==> src/rtl/dib_pkg.sv <==
// Shared types for the loop decoded-instruction buffer controller.
// Assumes: nothing beyond the enum below.
package dib_pkg;

    typedef enum logic [1:0] {
        ST_IDLE    = 2'd0,
        ST_CAPTURE = 2'd1,
        ST_REPLAY  = 2'd2
    } dib_state_e;

endpackage

==> src/rtl/dib_store.sv <==
// Decoded-word storage. It has one write port and one combinational read port.
// Assumes: DEPTH is a power of two. The data entries carry no reset,
// because every entry is written before it is read.
module dib_store #(
    parameter int CW_W  = 32,
    parameter int DEPTH = 16,
    localparam int PTR_W = $clog2(DEPTH)
) (
    input  logic             clk,
    input  logic             we,
    input  logic [PTR_W-1:0] waddr,
    input  logic [CW_W-1:0]  wdata,
    input  logic [PTR_W-1:0] raddr,
    output logic [CW_W-1:0]  rdata
);

    logic [CW_W-1:0]  mem [DEPTH];
    logic [DEPTH-1:0] hit;

    // One write-select line for each entry.
    for (genvar e = 0; e < DEPTH; e++) begin : g_sel
        assign hit[e] = we && (waddr == PTR_W'(e));
    end

    // Write the selected entry.
    always_ff @(posedge clk) begin
        for (int e = 0; e < DEPTH; e++) begin
            if (hit[e]) mem[e] <= wdata;
        end
    end

    // Read the addressed entry.
    assign rdata = mem[raddr];

endmodule

==> src/rtl/dib_seq.sv <==
// Loop sequencer. It holds the state machine, the capture and playback
// pointers, and the iteration counter.
// Assumes: start_len_m1 < DEPTH, and a transfer needs ready high
// (together with dec_valid during capture).
module dib_seq
    import dib_pkg::*;
#(
    parameter int DEPTH = 16,
    parameter int CNT_W = 16,
    localparam int PTR_W = $clog2(DEPTH)
) (
    input  logic             clk,
    input  logic             rst_n,
    input  logic             start_valid,
    input  logic [PTR_W-1:0] start_len_m1,
    input  logic [CNT_W-1:0] start_iters,
    input  logic             dec_valid,
    input  logic             ex_ready,
    output dib_state_e       state_o,
    output logic             wr_en,
    output logic [PTR_W-1:0] wr_ptr,
    output logic [PTR_W-1:0] rd_ptr,
    output logic             loop_done
);

    dib_state_e       state_q;
    logic [PTR_W-1:0] last_q;
    logic [CNT_W-1:0] iter_q;
    logic             start_ok, cap_fire, rep_fire, cap_last, rep_wrap, final_xfer;

    // Transfer and wrap qualifiers.
    always_comb begin
        start_ok   = (state_q == ST_IDLE) && start_valid && (start_iters != '0);
        cap_fire   = (state_q == ST_CAPTURE) && dec_valid && ex_ready;
        rep_fire   = (state_q == ST_REPLAY) && ex_ready;
        cap_last   = cap_fire && (wr_ptr == last_q);
        rep_wrap   = rep_fire && (rd_ptr == last_q);
        final_xfer = (cap_last || rep_wrap) && (iter_q == CNT_W'(1));
    end

    // State transitions.
    always_ff @(posedge clk) begin
        if (!rst_n) begin
            state_q <= ST_IDLE;
        end else begin
            unique case (state_q)
                ST_IDLE:    if (start_ok) state_q <= ST_CAPTURE;
                ST_CAPTURE: if (cap_last) state_q <= final_xfer ? ST_IDLE : ST_REPLAY;
                ST_REPLAY:  if (final_xfer) state_q <= ST_IDLE;
                default:    state_q <= ST_IDLE;
            endcase
        end
    end

    // Latch the body length when a loop starts.
    always_ff @(posedge clk) begin
        if (!rst_n)        last_q <= '0;
        else if (start_ok) last_q <= start_len_m1;
    end

    // Capture write pointer.
    always_ff @(posedge clk) begin
        if (!rst_n || start_ok) wr_ptr <= '0;
        else if (cap_fire)      wr_ptr <= cap_last ? '0 : wr_ptr + 1'b1;
    end

    // Playback read pointer.
    always_ff @(posedge clk) begin
        if (!rst_n || start_ok) rd_ptr <= '0;
        else if (rep_fire)      rd_ptr <= rep_wrap ? '0 : rd_ptr + 1'b1;
    end

    // Remaining iterations; one is taken off at the end of each pass.
    always_ff @(posedge clk) begin
        if (!rst_n)                    iter_q <= '0;
        else if (start_ok)             iter_q <= start_iters;
        else if (cap_last || rep_wrap) iter_q <= iter_q - 1'b1;
    end

    // Completion pulse in the cycle after the final transfer.
    always_ff @(posedge clk) begin
        if (!rst_n) loop_done <= 1'b0;
        else        loop_done <= final_xfer;
    end

    assign state_o = state_q;
    assign wr_en   = cap_fire;

    AST_DONE_SINGLE: assert property (@(posedge clk) disable iff (!rst_n)
        loop_done |=> !loop_done);
    AST_DONE_IN_IDLE: assert property (@(posedge clk) disable iff (!rst_n)
        loop_done |-> (state_q == ST_IDLE));
    AST_RD_HOLD: assert property (@(posedge clk) disable iff (!rst_n)
        (state_q == ST_REPLAY && !ex_ready) |=> (rd_ptr == $past(rd_ptr)));
    AST_WR_HOLD: assert property (@(posedge clk) disable iff (!rst_n)
        (state_q == ST_CAPTURE && !(dec_valid && ex_ready)) |=> (wr_ptr == $past(wr_ptr)));
    AST_BUSY_IGNORES_START: assert property (@(posedge clk) disable iff (!rst_n)
        (state_q != ST_IDLE && start_valid) |=> (last_q == $past(last_q)));
    AST_ITER_ON_WRAP: assert property (@(posedge clk) disable iff (!rst_n)
        (state_q == ST_REPLAY && !rep_wrap) |=> (iter_q == $past(iter_q)));
    AST_ONE_ITER_NO_REPLAY: assert property (@(posedge clk) disable iff (!rst_n)
        (state_q == ST_CAPTURE && iter_q == CNT_W'(1)) |=> (state_q != ST_REPLAY));

endmodule

==> src/rtl/dib_select.sv <==
// Execute-stage selector. It picks the live decoder word or the stored
// word, and drives the front-end enables.
// Assumes: the state comes from dib_seq and the stored word from dib_store.
module dib_select
    import dib_pkg::*;
#(
    parameter int CW_W = 32
) (
    input  dib_state_e      state,
    input  logic            dec_valid,
    input  logic [CW_W-1:0] dec_word,
    input  logic [CW_W-1:0] buf_word,
    output logic            ex_valid,
    output logic [CW_W-1:0] ex_word,
    output logic            fetch_en,
    output logic            decode_en
);

    logic use_buf;

    // Pick the source and gate the front end.
    always_comb begin
        use_buf   = (state == ST_REPLAY);
        ex_word   = use_buf ? buf_word : dec_word;
        ex_valid  = use_buf ? 1'b1 : dec_valid;
        fetch_en  = !use_buf;
        decode_en = !use_buf;
    end

endmodule

==> src/rtl/loop_dib_ctrl.sv <==
// Loop decoded-instruction buffer controller, top level. It captures the
// loop body on the first pass, plays it back on later passes and idles
// the fetch and decode stages during playback.
// Assumes: DEPTH is a power of two; loops are neither nested nor
// branched out of.
module loop_dib_ctrl
    import dib_pkg::*;
#(
    parameter int CW_W  = 32,
    parameter int DEPTH = 16,
    parameter int CNT_W = 16,
    localparam int PTR_W = $clog2(DEPTH)
) (
    input  logic             clk,
    input  logic             rst_n,
    input  logic             start_valid,
    input  logic [PTR_W-1:0] start_len_m1,
    input  logic [CNT_W-1:0] start_iters,
    input  logic             dec_valid,
    input  logic [CW_W-1:0]  dec_word,
    input  logic             ex_ready,
    output logic             fetch_en,
    output logic             decode_en,
    output logic             ex_valid,
    output logic [CW_W-1:0]  ex_word,
    output logic             loop_done
);

    dib_state_e       state;
    logic             buf_we;
    logic [PTR_W-1:0] wr_ptr, rd_ptr;
    logic [CW_W-1:0]  buf_word;

    dib_seq #(.DEPTH(DEPTH), .CNT_W(CNT_W)) i_seq (
        .clk(clk), .rst_n(rst_n), .start_valid(start_valid),
        .start_len_m1(start_len_m1), .start_iters(start_iters),
        .dec_valid(dec_valid), .ex_ready(ex_ready), .state_o(state),
        .wr_en(buf_we), .wr_ptr(wr_ptr), .rd_ptr(rd_ptr), .loop_done(loop_done)
    );

    dib_store #(.CW_W(CW_W), .DEPTH(DEPTH)) i_store (
        .clk(clk), .we(buf_we), .waddr(wr_ptr), .wdata(dec_word),
        .raddr(rd_ptr), .rdata(buf_word)
    );

    dib_select #(.CW_W(CW_W)) i_select (
        .state(state), .dec_valid(dec_valid), .dec_word(dec_word),
        .buf_word(buf_word), .ex_valid(ex_valid), .ex_word(ex_word),
        .fetch_en(fetch_en), .decode_en(decode_en)
    );

    AST_NO_WRITE_IN_REPLAY: assert property (@(posedge clk) disable iff (!rst_n)
        (state == ST_REPLAY) |-> !buf_we);
    AST_STALL_WORD_STABLE: assert property (@(posedge clk) disable iff (!rst_n)
        (state == ST_REPLAY && !ex_ready) |=> (state != ST_REPLAY || $stable(ex_word)));

endmodule

==> config.mk <==
export PLATFORM = sky130hd
export DESIGN_NAME = loop_dib_ctrl
export DESIGN_NICKNAME = d
export VERILOG_FILES = /design/src/rtl/dib_pkg.sv /design/src/rtl/dib_store.sv /design/src/rtl/dib_seq.sv /design/src/rtl/dib_select.sv /design/src/rtl/loop_dib_ctrl.sv
export SDC_FILE = /design/constraint.sdc
export NUM_CORES = 1
export LEC_CHECK = 0
export ABC_AREA = 0
export BUFFER_PORTS_ARGS = -buffer_cell sky130_fd_sc_hd__buf_2
export CAP_MARGIN = 20
export CORE_MARGIN = 4
export CORE_UTILIZATION = 61
export DETAILED_ROUTE_END_ITERATION = 12
export PLACE_DENSITY = 0.8
export SETUP_SLACK_MARGIN = 0.1
export SYNTH_ARGS = -nofsm -noshare
export SYNTH_HDL_FRONTEND = slang
export SYNTH_SLANG_ARGS = --single-unit
==> constraint.sdc <==
create_clock -name clk -period 5.1 [get_ports clk]
set_clock_uncertainty 0.15 [all_clocks]
set_input_delay 1.02 -clock clk [delete_from_list [all_inputs] [get_ports clk]]
set_output_delay 1.02 -clock clk [all_outputs]
set_load 0.01 [all_outputs]
# Word-level counts from Yosys, hierarchy flattened
# Memory sizes are Yosys's and may differ from the RTL's. A register that Yosys moved wholly into a read port is not among the register bits.
# Index checks and enable logic that the tools add are counted.
dict set report totals {
  ff_bits 31
  latchBits 0
  mem_bits_rw 512
  romBits 0
  in_bits 57
  out_inout_bits 36
  elab_cells 171
  memories 1
}
dict set report op_classes {
  addsub 3
  multipliers 0
  n_div 0
  magnitude_cmp 0
  eq_ne 23
  n_shift 0
  muxes 90
  n_bitwise 0
  reduce_logical 48
}
# memory depth width rd rd_ports_with_merged_regs write_ports line_no
set memory_table {}
lappend memory_table {i_store.mem 16 32 1 1 1 dib_store.sv:17} ;# logic [CW_W-1:0] mem [DEPTH];
# operator n
set ops {}
lappend ops {{$mux 32} 16}
lappend ops {{$reduce_or 32->1} 15}
lappend ops {{$mux 4} 19}
lappend ops {{$mux 1} 48}
lappend ops {{$eq 4x4->1 const B} 8}
lappend ops {{$mux 16} 2}
lappend ops {{$logic_and 1x1->1} 24}
lappend ops {{$eq 16x1->1 const B} 1}
lappend ops {{$eq 4x3->1 const B} 4}
lappend ops {{$reduce_bool 16->1} 1}
lappend ops {{$sub 16x1->16 const B} 1}
lappend ops {{$add 4x1->4 const B} 2}
lappend ops {{$eq 4x2->1 const B} 2}
lappend ops {{$eq 4x4->1} 2}
lappend ops {{$mux 2} 4}
lappend ops {{$pmux 2 s3} 1}
lappend ops {{$eq 4x1->1 const B} 1}
lappend ops {{$logic_not 4->1} 1}
lappend ops {{$ne 2x1->1 const B} 2}
lappend ops {{$reduce_and 3->1} 1}
lappend ops {{$eq 2x1->1 const B} 1}
lappend ops {{$eq 2x2->1 const B} 1}
lappend ops {{$logic_not 1->1} 2}
lappend ops {{$logic_not 2->1} 1}
lappend ops {{3 further kinds} 4}

# Depth between registers and ports, before layout
dict set report logic_depth {
  word_depth 22
  depth_mapped 8
  ltp_nobuf 6
}

# By module
# Synthesis repeated with hierarchy kept, for this count alone.
dict set report unflattened {
  hier_cells 1060
  area_unflattened_um2 21505.6
}
# module instances cells_each area_per_inst_um2 seq_area_each_um2
set modules_own_cells {}
lappend modules_own_cells {dib_store 1 806 19194.7 15374.7}
lappend modules_own_cells {dib_seq 1 214 1747.9 620.6}
lappend modules_own_cells {dib_select 1 40 563.0 0.0}

# Worst setup path after synthesis
# OpenSTA, ideal clock, no wires.
dict set report synth_path {
  path_kind {in2reg}
  start {input port ex_ready}
  end {memory i_store.mem[3][0] (enable)}
  setup_ns 0.461
  t_arrival_ns 3.651
  required_ns 4.489
  setup_slack_ns 0.838
  path_stages 4
  n_path_buf 1
  path_cell_list {and3_1 > buf_2 > nand2_1 > nor3_1}
}
dict set report synth_via {
  elab_cells_between_ends 94
  cone_classes {mux: 62; reduce/logical: 32}
}
# item line_no
set synth_lines {}
lappend synth_lines {{start: declaration} loop_dib_ctrl.sv:21} ;# input logic ex_ready,
lappend synth_lines {{$logic_and 1x1->1 *} dib_seq.sv:34} ;# cap_fire = (state_q == ST_CAPTURE) && dec_valid && ex_ready;
lappend synth_lines {{$logic_and 1x1->1 *} dib_store.sv:22} ;# assign hit[e] = we && (waddr == PTR_W'(e));
lappend synth_lines {{via i_store.hit[3]} dib_store.sv:18} ;# logic [DEPTH-1:0] hit;
lappend synth_lines {{$mux 1 *} dib_store.sv:28} ;# if (hit[e]) mem[e] <= wdata;
lappend synth_lines {{$mux 1 (not written as such) *} dib_store.sv:28}
lappend synth_lines {{$reduce_or 32->1 (no source line)} -}
lappend synth_lines {{$mux 4 (no source line) / $mux 1 (equally long branches) (13 in series)} -}
lappend synth_lines {{end: declaration} dib_store.sv:17}
# Mark *: on every way through the listed nets, which the timed path passes. The rest lies on a longest branch.

==> impl_metrics.env <==
export IMPL_status="finished, final reports clean"
export IMPL_max_slew_margin_rel_pct=24.5
export IMPL_layout_min_cycle_time_ns=4.34
export IMPL_place_congestion=0.765
export IMPL_fin_crit_sh_pct=85.1
export IMPL_portBuffers=92
export IMPL_root_buffer="clkbuf_16"
export IMPL_wl_met2_um=24800
export IMPL_vias=10700
export IMPL_rsz0062_at_grt="no"
export IMPL_dpl_hpwl_um=25000
export IMPL_power_density_nw_per_um2=370
export IMPL_grt_max_degree=58
export IMPL_wirelength_um=48500
export IMPL_ctsResizeCount=0
export IMPL_coreArea_sq_um=34600
export IMPL_whs_ns=0.324
export IMPL_hp_class="reg2reg"
export IMPL_die_y_um=195
export IMPL_critical_path_max_stage_delay_ns=0.68
export IMPL_cts_buffer_depth=3
export IMPL_post_drt_via_cell_ratio=6.66
export IMPL_track_usage_pct=25.8
export IMPL_num_io_pins=93
export IMPL_start_util_pct=61.9
export IMPL_antenna_found_initial=2
export IMPL_insertion_delay_ns=0.58
export IMPL_synth_top_area_cell="edfxtp_1"
export IMPL_rows=68
export IMPL_worst_ep_required_time_ns=3.93
export IMPL_swShare_pct=20.4
export IMPL_cp_top_family="multiplexers"
export IMPL_peakVddDrop_mv=0.330
export IMPL_power_switching_mw=1.84
export IMPL_die_area_sq_um=38200
export IMPL_drive_gt1_share_pct=36.0
export IMPL_routedLengthMet1_um=18400
export IMPL_synthFlopType="edfxtp_1"
export IMPL_post_cts_setup_buffers=0
export IMPL_synth_area_sq_um=21400
export IMPL_numClockSinks=547
export IMPL_overflow=0
export IMPL_die_width_um=195
export IMPL_intPower_mw=7.19
export IMPL_path_class="reg2out"
export IMPL_synth_top_cell_area_share_pct=71.8
export IMPL_cts_buffers=53
export IMPL_wl_met3_um=4540
export IMPL_yosysMostFrequentCell="edfxtp_1"
export IMPL_holdPathStages=2
export IMPL_ys_seq_area_share_pct=75.0
export IMPL_finalSetupViolCount=0
export IMPL_dr_max_layer_used="met5"
export IMPL_tritoncts="yes"
export IMPL_cpMostUsedCell="mux4_2"
export IMPL_rr_worst_depth=7
export IMPL_combPwrFrac_pct=3.0
export IMPL_postSynthCellCount=986
export IMPL_grt_pass1_wl_um=72900
export IMPL_clk_pin_slew_ns=0.06
export IMPL_routedWlPerCell_um=30.1
export IMPL_power_leakage_nw=7.59
export IMPL_worst_slew_pin_slew_ns=1.13
export IMPL_yosys_top_cells_area="edfxtp_1 72%, mux4_2 17%, dfxtp_1 3.3%"
export IMPL_drcViolationCount=0
export IMPL_syn_num_nets=1050
export IMPL_path_cells="buf_12 -> mux4_2 -> mux4_2 -> mux2_2 -> buf_2"
export IMPL_cap_violations=0
export IMPL_slowest_stage="dfxtp_4"
export IMPL_drt_iter0_drc=1254
export IMPL_critPathBufInv=2
export IMPL_cp_num_cells=5
export IMPL_drt_pass1_iter_count=5
export IMPL_final_hold_violation_count=0
export IMPL_ys_types=53
export IMPL_clockPowerShare_pct=42.3
export IMPL_ant_nets=0
export IMPL_synth_edf_count=512
export IMPL_endpoint_kind="primary output"
export IMPL_grt_pass1_vias=11000
export IMPL_avgSynthCellArea_sq_um=21.7
export IMPL_synth_warnings=0
export IMPL_synth_common_cells="512 x edfxtp_1, 160 x mux4_2, 36 x nand2_1"
export IMPL_area_growth_synth_to_final_pct=13.9
export IMPL_holdBufCountCts=0
export IMPL_fin_setup_tns_ns=0
export IMPL_cp_data_arrival_time_ns=3.17
export IMPL_start_kind="flip-flop"
export IMPL_cts_htree_levels=2
export IMPL_synthArstFlopShare_pct=0
export IMPL_seqPwrFrac_pct=54.7
export IMPL_fin_nets=1177
export IMPL_drv_slew=0
export IMPL_fmax_mhz=230
export IMPL_cp_max_fo=34
export IMPL_ys_ff_latch=547
[tightest hold or removal path, stage by stage, from the launching register on]
cell	delay, ns
dfxtp_1	0.32
nand2_1	0.05
a21oi_1	0.05
[metrics by stage]
step | worst slack, ns | power [mW] | instance area [sq um] | utilization (%) | instances
after floorplan | 0.838 | 5.17 | 21400 | - | 986
after global placement | 1.38 | 5.29 | 22700 | 65.5 | 1512
after detailed placement | 1.36 | 5.30 | 22700 | 65.5 | 1512
after CTS | 0.701 | 9.07 | 24400 | 70.4 | 1611
after global routing | 0.608 | 9.30 | 24400 | 70.4 | 1613
final | 0.762 | 9.03 | 24400 | 70.4 | 1613
[power groups by stage]
stage               combinational [mW]  clock, mW  sequential [mW]
detailed placement               0.267          0             5.03
CTS                              0.271       3.86             4.94
floorplan                        0.140          0             5.03
finish                           0.272       3.82             4.94
global placement                 0.255          0             5.03
global route                     0.298       4.07             4.94
[placed cells by master (no fill, tap or decap), types with 5 or more instances in the layout]
master / count
edfxtp_1: 512
mux4_2: 160
buf_2: 92
clkbuf_16: 55
nand2_1: 36
mux2_2: 32
dfxtp_1: 31
buf_4: 22
a21oi_1: 21
clkinv_1: 16
nor2_1: 14
nor2_4: 12
inv_1: 10
nand3_1: 10
clkbuf_1: 10
buf_12: 9
xor2_1: 8
ha_1: 7
clkinv_2: 7
nor4_1: 5
clkinvlp_4: 5
[metal layers]
metal,up-vias,global-route usage (%)
met4,2,5.43
met2,620,41.9
li1,4409,-
met1,5643,37.4
met3,64,5.31
met5,-,0
[worst paths after layout]
path | from | end | slack, ns
setup / recovery | flip-flop | ex_word[20] | 0.76
hold reg to reg | i_seq.iter_q[1] | i_seq.iter_q[1] | 0.32
hold / removal | i_seq.iter_q[1] | i_seq.iter_q[1] | 0.32
setup reg to reg | i_seq.state_o[1] | i_seq.iter_q[12] | 1.67
[sequential cells by signal, summed over array words and instances, names as in the netlist, named ones only]
| name | flops |
|---|---|
| i_seq.state_o | 2 |
| i_seq.last_q | 4 |
| i_seq.loop_done | 1 |
| i_seq.wr_ptr | 4 |
| i_seq.iter_q | 16 |
| i_store.mem | 512 |
| i_seq.rd_ptr | 4 |
[area by class of cell]
cell class | instances | area, sq um
fill | 2003 | 10200
inverter | 11 | 41.3
sequential | 547 | 16100
antenna | 1 | 2.50
tap | 455 | 569
clock inverter | 34 | 275
timing repair buffer | 123 | 806
clock buffer | 65 | 1410
multi-input combinational | 377 | 5200
[logic make-up after synthesis]
| family | Yosys count | synth area share (%) |
|---|---|---|
| AO/OA/AOI/OAI | 55 | 1.82 |
| XOR/XNOR | 12 | 0.491 |
| adder cells (fa/ha/maj) | 7 | 0.409 |
| buffers and inverters | 62 | 1.23 |
| flip-flops | 547 | 75.0 |
| multiplexers | 192 | 18.5 |
| AND/OR/NAND/NOR | 111 | 2.51 |
Power figures use the tool's default switching activity.
